--- src/rtl/ir_capture_pkg.sv ---
// Package: shared widths, entry layout and register offsets of the capture receiver.
// Assumes: byte-addressed 32-bit registers in a 64-byte window.
package ir_capture_pkg;
    localparam int CNT_W  = 16;
    localparam int ADDR_W = 6;

    typedef struct packed {
        logic [CNT_W-1:0] period;
        logic [CNT_W-1:0] mark;
    } ir_entry_t;

    localparam logic [ADDR_W-1:0] A_MARK   = 6'h00;
    localparam logic [ADDR_W-1:0] A_PERIOD = 6'h04;
    localparam logic [ADDR_W-1:0] A_IEN    = 6'h08;
    localparam logic [ADDR_W-1:0] A_ISTAT  = 6'h0C;
    localparam logic [ADDR_W-1:0] A_RXEN   = 6'h10;
    localparam logic [ADDR_W-1:0] A_MAXPER = 6'h14;
    localparam logic [ADDR_W-1:0] A_ICLR   = 6'h18;
    localparam logic [ADDR_W-1:0] A_MINW   = 6'h1C;
    localparam logic [ADDR_W-1:0] A_DIV    = 6'h20;
    localparam logic [ADDR_W-1:0] A_INV    = 6'h28;
    localparam logic [ADDR_W-1:0] A_STAT   = 6'h2C;
endpackage

--- src/rtl/ir_sampler.sv ---
// Sampler: divides the clock down to a sample tick, synchronises and
// optionally inverts the pin, and filters out pulses narrower than minw_i.
// Assumes: pin is asynchronous; minw_i of 0 or 1 means no filtering.
module ir_sampler #(
    parameter int DIV_W = 8,
    parameter int FLT_W = 8
) (
    input  logic             clk,
    input  logic             rst_n,
    input  logic             pin_i,
    input  logic             invert_i,
    input  logic [DIV_W-1:0] div_i,
    input  logic [FLT_W-1:0] minw_i,
    output logic             tick_o,
    output logic             level_o
);
    logic [DIV_W-1:0] pcnt;
    logic [DIV_W-1:0] div_eff;
    logic             sync1, sync2, samp;
    logic [FLT_W-1:0] run;

    // Effective divisor and tick decode.
    always_comb begin
        div_eff = (div_i == '0) ? DIV_W'(1) : div_i;
        tick_o  = (pcnt >= div_eff - DIV_W'(1));
        samp    = sync2 ^ invert_i;
    end

    // Prescaler counter.
    always_ff @(posedge clk) begin
        if (!rst_n)      pcnt <= '0;
        else if (tick_o) pcnt <= '0;
        else             pcnt <= pcnt + DIV_W'(1);
    end

    // Two-flop synchroniser for the asynchronous pin.
    always_ff @(posedge clk) begin
        if (!rst_n) begin
            sync1 <= 1'b0;
            sync2 <= 1'b0;
        end else begin
            sync1 <= pin_i;
            sync2 <= sync1;
        end
    end

    // Width filter: the level follows only after minw_i differing samples.
    always_ff @(posedge clk) begin
        if (!rst_n) begin
            level_o <= 1'b0;
            run     <= '0;
        end else if (tick_o) begin
            if (samp == level_o) begin
                run <= '0;
            end else if ({1'b0, run} + (FLT_W+1)'(1) >= {1'b0, minw_i}) begin
                level_o <= samp;
                run     <= '0;
            end else begin
                run <= run + FLT_W'(1);
            end
        end
    end

    // with an unchanged divisor above 1, ticks never come back to back.
    assert_tick_spacing_R1: assert property (@(posedge clk) disable iff (!rst_n)
        (tick_o && div_eff > DIV_W'(1)) |=> (!tick_o || div_i != $past(div_i)));
endmodule

--- src/rtl/ir_timer.sv ---
// Timer: measures mark length and leading-edge-to-leading-edge period in
// ticks and produces one entry per symbol; ends a train on timeout.
// Assumes: level_i is already filtered; counters saturate at all ones.
module ir_timer
    import ir_capture_pkg::*;
(
    input  logic             clk,
    input  logic             rst_n,
    input  logic             en_i,
    input  logic             tick_i,
    input  logic             level_i,
    input  logic [CNT_W-1:0] maxper_i,
    output logic             push_o,
    output logic             timeout_o,
    output ir_entry_t        entry_o
);
    localparam logic [CNT_W-1:0] SAT = '1;

    logic             prev, active, in_mark;
    logic [CNT_W-1:0] mark_cnt, per_cnt;
    logic             rise, tmo;

    // Edge, timeout and entry formation.
    always_comb begin
        rise      = tick_i && level_i && !prev;
        tmo       = tick_i && active && !level_i && (per_cnt >= maxper_i);
        push_o    = en_i && ((rise && active) || tmo);
        timeout_o = en_i && tmo;
        entry_o.mark   = mark_cnt;
        entry_o.period = tmo ? SAT : per_cnt;
    end

    // Symbol state and saturating duration counters.
    always_ff @(posedge clk) begin
        if (!rst_n) begin
            prev     <= 1'b0;
            active   <= 1'b0;
            in_mark  <= 1'b0;
            mark_cnt <= '0;
            per_cnt  <= '0;
        end else begin
            if (tick_i) prev <= level_i;
            if (!en_i) begin
                active  <= 1'b0;
                in_mark <= 1'b0;
            end else if (tick_i) begin
                if (rise) begin
                    active   <= 1'b1;
                    in_mark  <= 1'b1;
                    mark_cnt <= CNT_W'(1);
                    per_cnt  <= CNT_W'(1);
                end else if (tmo) begin
                    active  <= 1'b0;
                    in_mark <= 1'b0;
                end else if (active) begin
                    if (per_cnt != SAT) per_cnt <= per_cnt + CNT_W'(1);
                    if (in_mark && level_i && mark_cnt != SAT)
                        mark_cnt <= mark_cnt + CNT_W'(1);
                    if (!level_i) in_mark <= 1'b0;
                end
            end
        end
    end

    // a completed symbol never has a mark longer than its period.
    assert_mark_within_period_R2: assert property (@(posedge clk) disable iff (!rst_n)
        (push_o && entry_o.period != SAT) |-> (entry_o.mark <= entry_o.period));
endmodule

--- src/rtl/ir_fifo.sv ---
// FIFO: stores measured entries; a push into a full FIFO is refused.
// Assumes: DEPTH is a power of two; the full check ignores a same-cycle pop.
module ir_fifo #(
    parameter int DEPTH = 4,
    parameter int W     = 32
) (
    input  logic                       clk,
    input  logic                       rst_n,
    input  logic                       push_i,
    input  logic [W-1:0]               wdata_i,
    input  logic                       pop_i,
    output logic [W-1:0]               head_o,
    output logic [$clog2(DEPTH):0]     count_o,
    output logic                       empty_o,
    output logic                       full_o,
    output logic                       accept_o
);
    localparam int AW = $clog2(DEPTH);

    logic [W-1:0]  mem [DEPTH];
    logic [AW-1:0] wptr, rptr;
    logic          do_pop;

    // Flags and handshakes.
    always_comb begin
        empty_o  = (count_o == '0);
        full_o   = (count_o == (AW+1)'(DEPTH));
        accept_o = push_i && !full_o;
        do_pop   = pop_i && !empty_o;
        head_o   = mem[rptr];
    end

    // Storage write.
    always_ff @(posedge clk) begin
        if (accept_o) mem[wptr] <= wdata_i;
    end

    // Pointers and fill count.
    always_ff @(posedge clk) begin
        if (!rst_n) begin
            wptr    <= '0;
            rptr    <= '0;
            count_o <= '0;
        end else begin
            if (accept_o) wptr <= wptr + AW'(1);
            if (do_pop)   rptr <= rptr + AW'(1);
            count_o <= count_o + (AW+1)'(accept_o) - (AW+1)'(do_pop);
        end
    end

    // fill never exceeds the depth.
    assert_fill_bound_R7: assert property (@(posedge clk) disable iff (!rst_n)
        count_o <= (AW+1)'(DEPTH));
    // a pop of a non-empty FIFO without a push lowers the fill by one.
    assert_pop_drops_one_R6: assert property (@(posedge clk) disable iff (!rst_n)
        (pop_i && !empty_o && !push_i) |=> (count_o == $past(count_o) - (AW+1)'(1)));
endmodule

--- src/rtl/ir_capture_rx.sv ---
// Top: register file, interrupt logic and wiring of sampler, timer and FIFO.
// Assumes: reads have no side effect except a read of the period register.
module ir_capture_rx
    import ir_capture_pkg::*;
#(
    parameter int DEPTH = 4,
    parameter int DIV_W = 8,
    parameter int FLT_W = 8
) (
    input  logic              clk,
    input  logic              rst_n,
    input  logic              ir_pin,
    input  logic              reg_wr,
    input  logic              reg_rd,
    input  logic [ADDR_W-1:0] reg_addr,
    input  logic [31:0]       reg_wdata,
    output logic [31:0]       reg_rdata,
    output logic              irq
);
    localparam int CW = $clog2(DEPTH) + 1;

    logic [3:0]       ien, istat, clr, set;
    logic             rxen, inv;
    logic [CNT_W-1:0] maxper;
    logic [FLT_W-1:0] minw;
    logic [DIV_W-1:0] div;
    logic             tick, level, push, tmo, accept, pop, empty, full;
    ir_entry_t        entry, head;
    logic [CW-1:0]    count;

    ir_sampler #(.DIV_W(DIV_W), .FLT_W(FLT_W)) sampler_i (
        .clk(clk), .rst_n(rst_n), .pin_i(ir_pin), .invert_i(inv),
        .div_i(div), .minw_i(minw), .tick_o(tick), .level_o(level));

    ir_timer timer_i (
        .clk(clk), .rst_n(rst_n), .en_i(rxen), .tick_i(tick), .level_i(level),
        .maxper_i(maxper), .push_o(push), .timeout_o(tmo), .entry_o(entry));

    ir_fifo #(.DEPTH(DEPTH), .W($bits(ir_entry_t))) fifo_i (
        .clk(clk), .rst_n(rst_n), .push_i(push), .wdata_i(entry), .pop_i(pop),
        .head_o(head), .count_o(count), .empty_o(empty), .full_o(full),
        .accept_o(accept));

    // Pop strobe, interrupt set/clear masks and request.
    always_comb begin
        pop    = reg_rd && (reg_addr == A_PERIOD);
        clr    = (reg_wr && reg_addr == A_ICLR) ? reg_wdata[3:0] : 4'h0;
        set[0] = accept;
        set[1] = tmo;
        set[2] = push && full;
        set[3] = accept && !(pop && !empty) && (count == CW'(DEPTH - 1));
        irq    = |(istat & ien);
    end

    // Control registers.
    always_ff @(posedge clk) begin
        if (!rst_n) begin
            ien    <= '0;
            rxen   <= 1'b0;
            inv    <= 1'b0;
            maxper <= '1;
            minw   <= '0;
            div    <= '0;
        end else if (reg_wr) begin
            case (reg_addr)
                A_IEN:    ien    <= reg_wdata[3:0];
                A_RXEN:   rxen   <= reg_wdata[0];
                A_INV:    inv    <= reg_wdata[0];
                A_MAXPER: maxper <= reg_wdata[CNT_W-1:0];
                A_MINW:   minw   <= reg_wdata[FLT_W-1:0];
                A_DIV:    div    <= reg_wdata[DIV_W-1:0];
                default:  ;
            endcase
        end
    end

    // Sticky interrupt status; a new event wins over a clear.
    always_ff @(posedge clk) begin
        if (!rst_n) istat <= '0;
        else        istat <= (istat & ~clr) | set;
    end

    // Read data mux.
    always_comb begin
        reg_rdata = '0;
        case (reg_addr)
            A_MARK:   reg_rdata = empty ? 32'h0 : 32'(head.mark);
            A_PERIOD: reg_rdata = empty ? 32'h0 : 32'(head.period);
            A_IEN:    reg_rdata = 32'(ien);
            A_ISTAT:  reg_rdata = 32'(istat);
            A_RXEN:   reg_rdata = 32'(rxen);
            A_MAXPER: reg_rdata = 32'(maxper);
            A_MINW:   reg_rdata = 32'(minw);
            A_DIV:    reg_rdata = 32'(div);
            A_INV:    reg_rdata = 32'(inv);
            A_STAT:   reg_rdata = {16'h0, 8'(count), 5'h0, istat[2], 2'h0};
            default:  reg_rdata = '0;
        endcase
    end

    // overrun flag only falls through an explicit clear.
    assert_overrun_sticky_R7: assert property (@(posedge clk) disable iff (!rst_n)
        ($past(istat[2]) && !$past(clr[2])) |-> istat[2]);
    // with receive disabled nothing reaches the FIFO.
    assert_no_store_disabled_R10: assert property (@(posedge clk) disable iff (!rst_n)
        (!rxen && !pop) |=> (count == $past(count)));
endmodule

--- config.mk ---
export PLATFORM = sky130hd
export DESIGN_NAME = ir_capture_rx
export DESIGN_NICKNAME = d
export VERILOG_FILES = /design/src/rtl/ir_capture_pkg.sv /design/src/rtl/ir_sampler.sv /design/src/rtl/ir_timer.sv /design/src/rtl/ir_fifo.sv /design/src/rtl/ir_capture_rx.sv
export SDC_FILE = /design/constraint.sdc
export NUM_CORES = 1
export LEC_CHECK = 0
export BUFFER_PORTS_ARGS = -buffer_cell sky130_fd_sc_hd__buf_4
export CAP_MARGIN = 20
export CORE_UTILIZATION = 40
export CTS_BUF_LIST = sky130_fd_sc_hd__clkbuf_4 sky130_fd_sc_hd__clkbuf_8
export DETAILED_ROUTE_END_ITERATION = 10
export PLACE_DENSITY_LB_ADDON = 0.12
export RECOVER_POWER = 25
export SLEW_MARGIN = 20
export SYNTH_ARGS = -nofsm -noshare
export SYNTH_HDL_FRONTEND = slang
export SYNTH_SLANG_ARGS = --single-unit
--- constraint.sdc ---
create_clock -name clk -period 5.1 [get_ports clk]
set_clock_uncertainty 0.05 [all_clocks]
set_input_delay 0.255 -clock clk [delete_from_list [all_inputs] [get_ports clk]]
set_output_delay 0.255 -clock clk [all_outputs]
set_load 0.01 [all_outputs]
==> flow_metrics.tcl, run 1 <==
set metrics [dict create \
    ys_ff_latch 233 \
    p_total_mw 3.86 \
    path_delay_family "buffers and inverters" \
    cts_resized 0 \
    finalInstanceArea_um2 12700 \
    reg2reg_depth 19 \
    ys_top_cells_by_area "edfxtp_1 (35%), dfxtp_1 (19%), mux4_2 (6.5%), ha_1 (4.9%), nand2_1 (3.5%)" \
    cts_tree "yes" \
    fin_nets 1130 \
    std_cell_rows 60 \
    yosysTopAreaCell "edfxtp_1" \
    rsz0062_at_grt "no" \
    rr_startpoint "div[3]" \
    synth.most_common_cell "edfxtp_1" \
    grt_start_max_net_pins 57 \
    crit_arrival_ns 4.68 \
    place_ws_ns 0.928 \
    cp_slowest_cell "clkbuf_1" \
    crit_type "in2reg" \
    hold_violations 0 \
    drive_gt1_share_pct 16.4 \
    peakVddDrop_mv 0.167 \
    overflow 0 \
    gp_congestion 0.821 \
    design.core.area_um2 27000 \
    min_to "div[3]" \
    crit_top_cell "clkbuf_1" \
    reg2reg_setup_slack_ns 0.88 \
    synth_edf_count 128 \
    postSynthAreaPerCell_um2 11.4 \
    maxCapViolations 2 \
    worstPathCellList "clkbuf_1 > clkinv_1 > clkbuf_1 > or4_1 > o21ai_1" \
    chipHeight_um 168 \
    critPathRequiredTime_ns 5.50 \
    hp-class "in2reg" \
    cts_root_buf "clkbuf_8" \
    fin_ws_ns 0.824 \
    clk_latency_ns 0.55 \
    route.detailed.drc 0 \
    placed_area_um2 11800 \
    die-area_um2 28300 \
    hpwl_um 18400 \
    wl_um 28000 \
    wl_per_cell_um 19.8 \
    post-route-util_pct 47.2 \
    yosys_warnings 0 \
    outcome "complete, but fails checks" \
    ant_nets 0 \
    cp-end-kind "flip-flop" \
    synth_cell_type_count 69 \
    via_count 7821 \
    cts_setup_buffers 0 \
    power_density_nw_per_um2 303 \
    timing.fmax_ghz 0.234 \
    start_util_pct 40.8 \
    grtUsageTotal_pct 20.1 \
    holdWs_ns 0.0436 \
    violations "capacitance limit, slew limit" \
    worst-path-buf-inv 3 \
    r2r-end "fifo_i.count_o[2]" \
    clock_sinks 233 \
    yosysSeqAreaShare_pct 53.9 \
    io_buffers 43 \
    slowest_delay_ns 2.01 \
    slew_headroom_pct -93.7 \
    cts_buffers 42 \
    worstHoldStart "reg_wr" \
    stdcell_count 1417 \
    period_needed_ns 4.28 \
    die_w_um 168 \
    syn_area_um2 11000 \
    grt_pass1_vias 7759 \
    syn_inst 967 \
    clock_path_buffers 3 \
    worstSetupStartpointType "input pin" \
    antenna_cells 0 \
    slew_viol_final 103 \
    async_flop_share_pct 0 \
    final.period_utilization_pct 83.9 \
    cts_htree_levels 2 \
    clkTransAtPathRegs_ns 0.06 \
    grt_pass1_wl_um 43900 \
    synth_ff_type "edfxtp_1" \
    holdPathStages 3 \
    setup_viol 0 \
    drt-initial-drc-count 636 \
    placed_cells 1323 \
    p_leak_nw 4.42 \
    tightest_slew_ns 2.91 \
    firstDrtPassIters 4 \
    synth_top_area_share_pct 34.8 \
    cp_max_fo 56 \
    viasPerCell 5.52 \
    finalSetupTns_ns 0 \
    antenna_found_initial 0 \
    io_pins 76 \
    ys_top_cells_by_count "edfxtp_1 (128), dfxtp_1 (105), nand2_1 (103)" \
    syn_to_final_growth_pct 15.5 \
]
how the worst max path moves through the flow:
stage	startpoint	end	slack, ns	cells past startpoint
global placement	div[3]	fifo_i.count_o[2]	0.98	19
floorplan	div[3]	fifo_i.mem[0][0]	0.80	15
detailed placement	div[3]	fifo_i.count_o[2]	0.93	19
finish	rst_n	timer_i.per_cnt[13]	0.82	5
global route	div[3]	fifo_i.count_o[2]	0.36	19
CTS	div[3]	fifo_i.count_o[2]	0.90	19
cells in the final DEF (no fill, tap or decap), types with 15 or more instances in the layout:
cell type      count
or2_1             18
dlygate4sd3_1     17
nand2_1          103
buf_4             55
a21oi_1           42
ha_1              43
mux2i_1           15
nor2_1            62
nand3_1           47
conb_1            16
and3_1            19
mux4_2            32
clkbuf_8          46
a22oi_1           26
o211ai_1          17
inv_1             39
edfxtp_1         128
dfxtp_1          104
cell type report:
cell class | instances | area, um^2
tap | 341 | 427
inverter | 40 | 150
sequential | 233 | 5950
fill | 2473 | 14300
clock buffer | 55 | 701
multi-input combinational | 647 | 4720
timing repair buffer | 79 | 674
clock inverter | 22 | 131
routing by layer:
| layer | track usage [%] | vias to the layer above | part of all wire, % |
|---|---|---|---|
| met2 | 30.9 | 149 | 44 |
| met5 | 0 | - | 0 |
| met1 | 29.3 | 3851 | 50 |
| met3 | 3.57 | 43 | 4.0 |
| met4 | 5.26 | 0 | 1.9 |
| li1 | - | 3778 | - |
registers in the layout, indices dropped and copies added (netlist names), 2 cells and up, named ones only:
register and flops:
div 8, fifo_i.count_o 3, fifo_i.mem 128, fifo_i.rptr 2, fifo_i.wptr 2, ien 4, istat 4, maxper 16
minw 8, sampler_i.pcnt 8, sampler_i.run 8, timer_i.mark_cnt 16, timer_i.per_cnt 16
worst min-delay path: stages:
cell     delay (ns)
buf_4          0.18
nand3_1        0.10
a21oi_1        0.05
report_power, final:
part	internal, mW	total (mW)	switching (mW)	leakage [nW]
Combinational	0.0537	0.148	0.0945	2.16
Sequential	1.97	1.97	0.00927	1.82
Clock	0.952	1.74	0.787	0.436
kinds of logic after synthesis:
kind of cell             count (synthesis)  synth area share, %
AND/OR/NAND/NOR                        332                 14.7
flip-flops                             233                 53.9
AO/OA/AOI/OAI                          185                 12.6
buffers and inverters                  102                 4.02
multiplexers                            47                 7.89
adder cells (fa/ha/maj)                 44                 5.06
XOR/XNOR                                23                 1.83
other                                    1               0.0340
what timing repair did:
item / 4_1_cts / 5_1_grt
endpoints found under the setup margin: 0 / 0
hold buffers: 17 / 0
hold endpoints to repair: 39 / 0
Note: power is estimated with default switching activity, not from simulation.
==> run 2: changes to the inputs <==
Clock period 5.1 ns to 3.73 ns, I/O delays scaled along.
==> run 2 against run 1 <==
  * The run now ends clean
  * Final cell count rose by 1.5%
  * Setup slack got worse by 0.57 ns
  * Sequential power rose by 37%
  * Highest routed layer unchanged
==> flow_metrics.tcl, run 2 (same netlist as run 1, synthesis figures left out) <==
set metrics [dict create \
    place_ws_ns 0.139 \
    start_util_pct 40.8 \
    met3_length_um 1500 \
    setup_viol 0 \
    die-area_um2 28300 \
    crit_arrival_ns 3.85 \
    maxCapViolations 0 \
    critPathRequiredTime_ns 4.10 \
    slowest_delay_ns 0.40 \
    via_count 7940 \
    rsz0062_at_grt "no" \
    grt_pass1_wl_um 43500 \
    design.core.area_um2 27000 \
    wl_per_cell_um 19.5 \
    cts_htree_levels 2 \
    clock_path_buffers 3 \
    finalSetupTns_ns 0 \
    syn_to_final_growth_pct 17.9 \
    cts_buffers 43 \
    antenna_found_initial 0 \
    std_cell_rows 60 \
    cp_slowest_cell "a221o_1" \
    io_buffers 43 \
    fin_nets 1150 \
    worstSetupStartpointType "flip-flop" \
    viasPerCell 5.52 \
    drive_gt1_share_pct 17.7 \
    gp_congestion 0.854 \
    cp-end-kind "flip-flop" \
    fin_ws_ns 0.254 \
    wl_um 28100 \
    cp_max_fo 11 \
    met2_length_um 12600 \
    clock_sinks 233 \
    io_pins 76 \
    route.detailed.drc 0 \
    clk_latency_ns 0.55 \
    power_density_nw_per_um2 409 \
    hpwl_um 19100 \
    tightest_slew_ns 1.16 \
    period_needed_ns 3.48 \
    regMostFlops "fifo_i.mem" \
    die_w_um 168 \
    crit_type "reg2reg" \
    cts_tree "yes" \
    hp-class "in2reg" \
    cts_root_buf "clkbuf_8" \
    firstDrtPassIters 5 \
    grt_pass1_vias 7566 \
    peakVddDrop_mv 0.208 \
    ant_nets 0 \
    final_common_cell "edfxtp_1" \
    largest_reg_flops 128 \
    slew_viol_final 0 \
    top_layer "met4" \
    drt-met1-wl_um 13500 \
    clkTransAtPathRegs_ns 0.06 \
    hold_violations 0 \
    outcome "completed" \
    grtUsageTotal_pct 20.1 \
    chipHeight_um 168 \
    layout_common_cells "edfxtp_1 (128), dfxtp_1 (104), nand2_1 (103)" \
    antenna_cells 0 \
    timing.fmax_ghz 0.288 \
    drt-initial-drc-count 603 \
    overflow 0 \
    p_leak_nw 4.58 \
    final.period_utilization_pct 93.2 \
    slew_headroom_pct 22.2 \
    worstPathCellList "nor4_4 > a31oi_2 > ha_1 > nand2b_1 > nor4_2 > xnor2_1 > ha_1 > nand2_1 > o21ai_2 > buf_4 > a31oi_4 > buf_4 > a211o_1 > and2_1 > a221o_1" \
    grt_start_max_net_pins 55 \
]
run 2: changes by cell type in the layout (fill, tap and decap cells not counted), moves of 4 or more:
cell	delta
clkinv_1	+5
buf_12	+4
clkinv_2	-5
buf_4	+10
run 2: final timing paths:
path	start	endpoint	slack (ns)	cells after the start
setup / recovery	div[3]	timer_i.mark_cnt[3]	0.25	15
hold / removal	reg_addr[5]	ien[1]	0.16	4
hold reg to reg	sampler_i.sync1	sampler_i.sync2	0.38	1
setup reg to reg	div[3]	timer_i.mark_cnt[3]	0.25	15
run 2: worst max-delay path, delay by kind of cell (launching register included):
kind	cells	cell delay, ns
flip-flops	1	0.33
AO/OA/AOI/OAI	5	1.10
buffers and inverters	2	0.35
AND/OR/NAND/NOR	5	0.90
adder cells (fa/ha/maj)	2	0.50
XOR/XNOR	1	0.13
run 2: timing repair:
action | 4_1_cts | 5_1_grt
hold buffers | 20 | 0
setup endpoints to repair | 0 | 133
gates resized for setup | 0 | 5
endpoints found under the hold margin | 45 | 0
buffers inserted | 0 | 1
run 2: routing by layer:
layer / track usage, % / up-vias
met5: 0 / -
met4: 5.77 / 0
met3: 3.31 / 35
met2: 30.8 / 210
met1: 29.4 / 3879
li1: - / 3816
run 2: per-stage QoR:
step                hold slack [ns]  power [mW]  util (%)  cells  cell area (um^2)
floorplan                     0.264        2.87         -    982             11100
global placement              0.360        2.96      44.2   1338             11900
detailed placement            0.367        2.96      44.2   1338             11900
CTS                           0.106        5.40      48.1   1437             13000
global route                  0.169        5.53      48.2   1438             13000
finish                        0.158        5.33      48.2   1438             13000
run 2: cell type report:
| class | instances | area (um^2) |
|---|---|---|
| sequential | 233 | 5950 |
| fill | 2479 | 14000 |
| inverter | 40 | 150 |
| timing repair buffer | 98 | 871 |
| clock inverter | 22 | 131 |
| multi-input combinational | 647 | 4770 |
| tap | 341 | 427 |
| clock buffer | 57 | 722 |
run 2: power breakdown:
part	total, mW	switching, mW	leakage [nW]	internal, mW
clock network	2.41	1.07	0.451	1.34
registers	2.70	0.0112	1.82	2.69
logic	0.224	0.136	2.30	0.0877
==> run 3: changes to the inputs <==
Settings changed: MAX_ROUTING_LAYER set to met4.
==> run 3 against run 2 <==
  * Register-to-register slack barely moved
  * Routed wire length about the same
  * Worst hold slack worse by 0.0039 ns
  * Critical path type unchanged
  * Critical endpoint is now timer_i.per_cnt[11]
  * Highest routed layer unchanged
==> flow_metrics.tcl, run 3 (same netlist as run 1, synthesis figures left out) <==
set metrics [dict create \
    holdWs_ns 0.154 \
    grt_pass1_wl_um 43400 \
    layout_common_cells "edfxtp_1 (128), dfxtp_1 (104), nand2_1 (103)" \
    seq_power_share_pct 50.7 \
    cts_root_buf "clkbuf_8" \
    cp_slowest_cell "or3_1" \
    p_leak_nw 4.58 \
    slew_headroom_pct 22.6 \
    nFillCells 2479 \
    slew_viol_final 0 \
    die_w_um 168 \
    drive_gt1_share_pct 17.7 \
    post-route-util_pct 48.2 \
    fin_ws_ns 0.257 \
    chipHeight_um 168 \
    stdcell_count 1438 \
    largest_reg_flops 128 \
    final_common_cell "edfxtp_1" \
    design.core.area_um2 27000 \
    start_util_pct 40.8 \
    grt_pass1_vias 7568 \
    antenna_found_initial 0 \
    crit_arrival_ns 3.87 \
    io_pins 76 \
    worst-path-buf-inv 1 \
    rsz0062_at_grt "no" \
    worstSetupStartpointType "flip-flop" \
    intPower_mw 4.11 \
    finalSetupTns_ns 0 \
    setup_viol 0 \
    cp-end-kind "flip-flop" \
    firstDrtPassIters 5 \
    drt-initial-drc-count 610 \
    worstPathCellList "nor4_4 > a31oi_2 > ha_1 > nand2b_1 > nor4_2 > xnor2_1 > ha_1 > nand2_1 > o21ai_2 > a31o_4 > buf_4 > nand2_1 > or3_1 > o41ai_2" \
    antenna_cells 0 \
    hpwl_um 19100 \
    wl_um 28100 \
    fin_nets 1150 \
    peakVddDrop_mv 0.206 \
    critPathRequiredTime_ns 4.13 \
    hold_violations 0 \
    clock_sinks 233 \
    overflow 0 \
    cp_max_fo 10 \
    outcome "completed" \
    std_cell_rows 60 \
    hp-class "in2reg" \
    cts_tree "yes" \
    crit_type "reg2reg" \
    power_switching_mw 1.21 \
    power.share.combinational_pct 4.2 \
    regMostFlops "fifo_i.mem" \
    placed_cells 1338 \
    power_density_nw_per_um2 409 \
    syn_to_final_growth_pct 17.9 \
    tightest_slew_ns 1.16 \
    viasPerCell 5.57 \
    wl_per_cell_um 19.5 \
    grtUsageTotal_pct 20.7 \
    final.period_utilization_pct 93.1 \
    die-area_um2 28300 \
    clk_latency_ns 0.55 \
    cts_htree_levels 2 \
    slowest_delay_ns 0.61 \
    place_ws_ns 0.139 \
    ant_nets 0 \
    route.detailed.drc 0 \
    clock_power_share_pct 45.1 \
    maxCapViolations 0 \
    multi_input_area_um2 4770 \
    io_buffers 43 \
    p_sw_share_pct 22.8 \
    gp_congestion 0.868 \
    regArea_um2 5950 \
    period_needed_ns 3.47 \
    timing.fmax_ghz 0.288 \
    grt_start_max_net_pins 55 \
    cts_buffers 43 \
    path_delay_family "simple AND/OR/NAND/NOR gates" \
    via_count 8014 \
    clkTransAtPathRegs_ns 0.06 \
    clock_path_buffers 3 \
    reg2reg_setup_slack_ns 0.26 \
]
[run 3: tightest hold or removal path, delay by kind of cell]
kind,cells,cell delay (ns)
buffers and inverters,1,0.15
and+or+nand+nor,2,0.29
AOI/OAI and AO/OA,1,0.05
[run 3: layout make-up]
class                      instances  area share (%)
clock inverter                    22            1.01
clock buffer                      57            5.55
multi-input combinational        647            36.6
inverter                          40            1.15
tap                              341            3.28
sequential                       233            45.7
timing repair buffer              98            6.69
[run 3: path summary, 6_finish.rpt]
path | startpoint | endpoint | depth (start not counted)
hold reg to reg | sampler_i.sync1 | sampler_i.sync2 | 1
setup / recovery | div[3] | timer_i.per_cnt[11] | 14
hold / removal | reg_addr[5] | ien[1] | 4
setup reg to reg | div[3] | timer_i.per_cnt[11] | 14
[run 3: through the flow]
stage / power [mW] / cell area (um^2)
floorplan: 2.87 / 11100
global placement: 2.96 / 11900
detailed placement: 2.96 / 11900
CTS: 5.40 / 13000
global route: 5.53 / 13000
finish: 5.33 / 13000
[run 3: repair_timing]
| item | CTS | global route |
|---|---|---|
| resized for setup | 0 | 5 |
| endpoints found under the setup margin | 0 | 133 |
| hold endpoints to repair | 45 | 0 |
| setup buffers | 0 | 1 |
| hold buffers | 20 | 0 |
[run 3: power groups by stage]
stage          logic (mW)  registers (mW)  clock network [mW]
2_1_floorplan       0.128            2.75                   0
3_3_place_gp        0.203            2.75                   0
3_5_place_dp        0.203            2.75                   0
4_1_cts             0.221            2.70                2.48
5_1_grt             0.243            2.70                2.59
6_report            0.224            2.70                2.40
[run 3: routing by layer]
layer  GRT usage [%]  share of wire [%]  up-vias
met5               -                  0        -
met4            5.77                1.9        0
met3            3.29                5.2       41
met2            30.8                 45      234
met1            29.3                 48     3917
li1                -                  -     3822
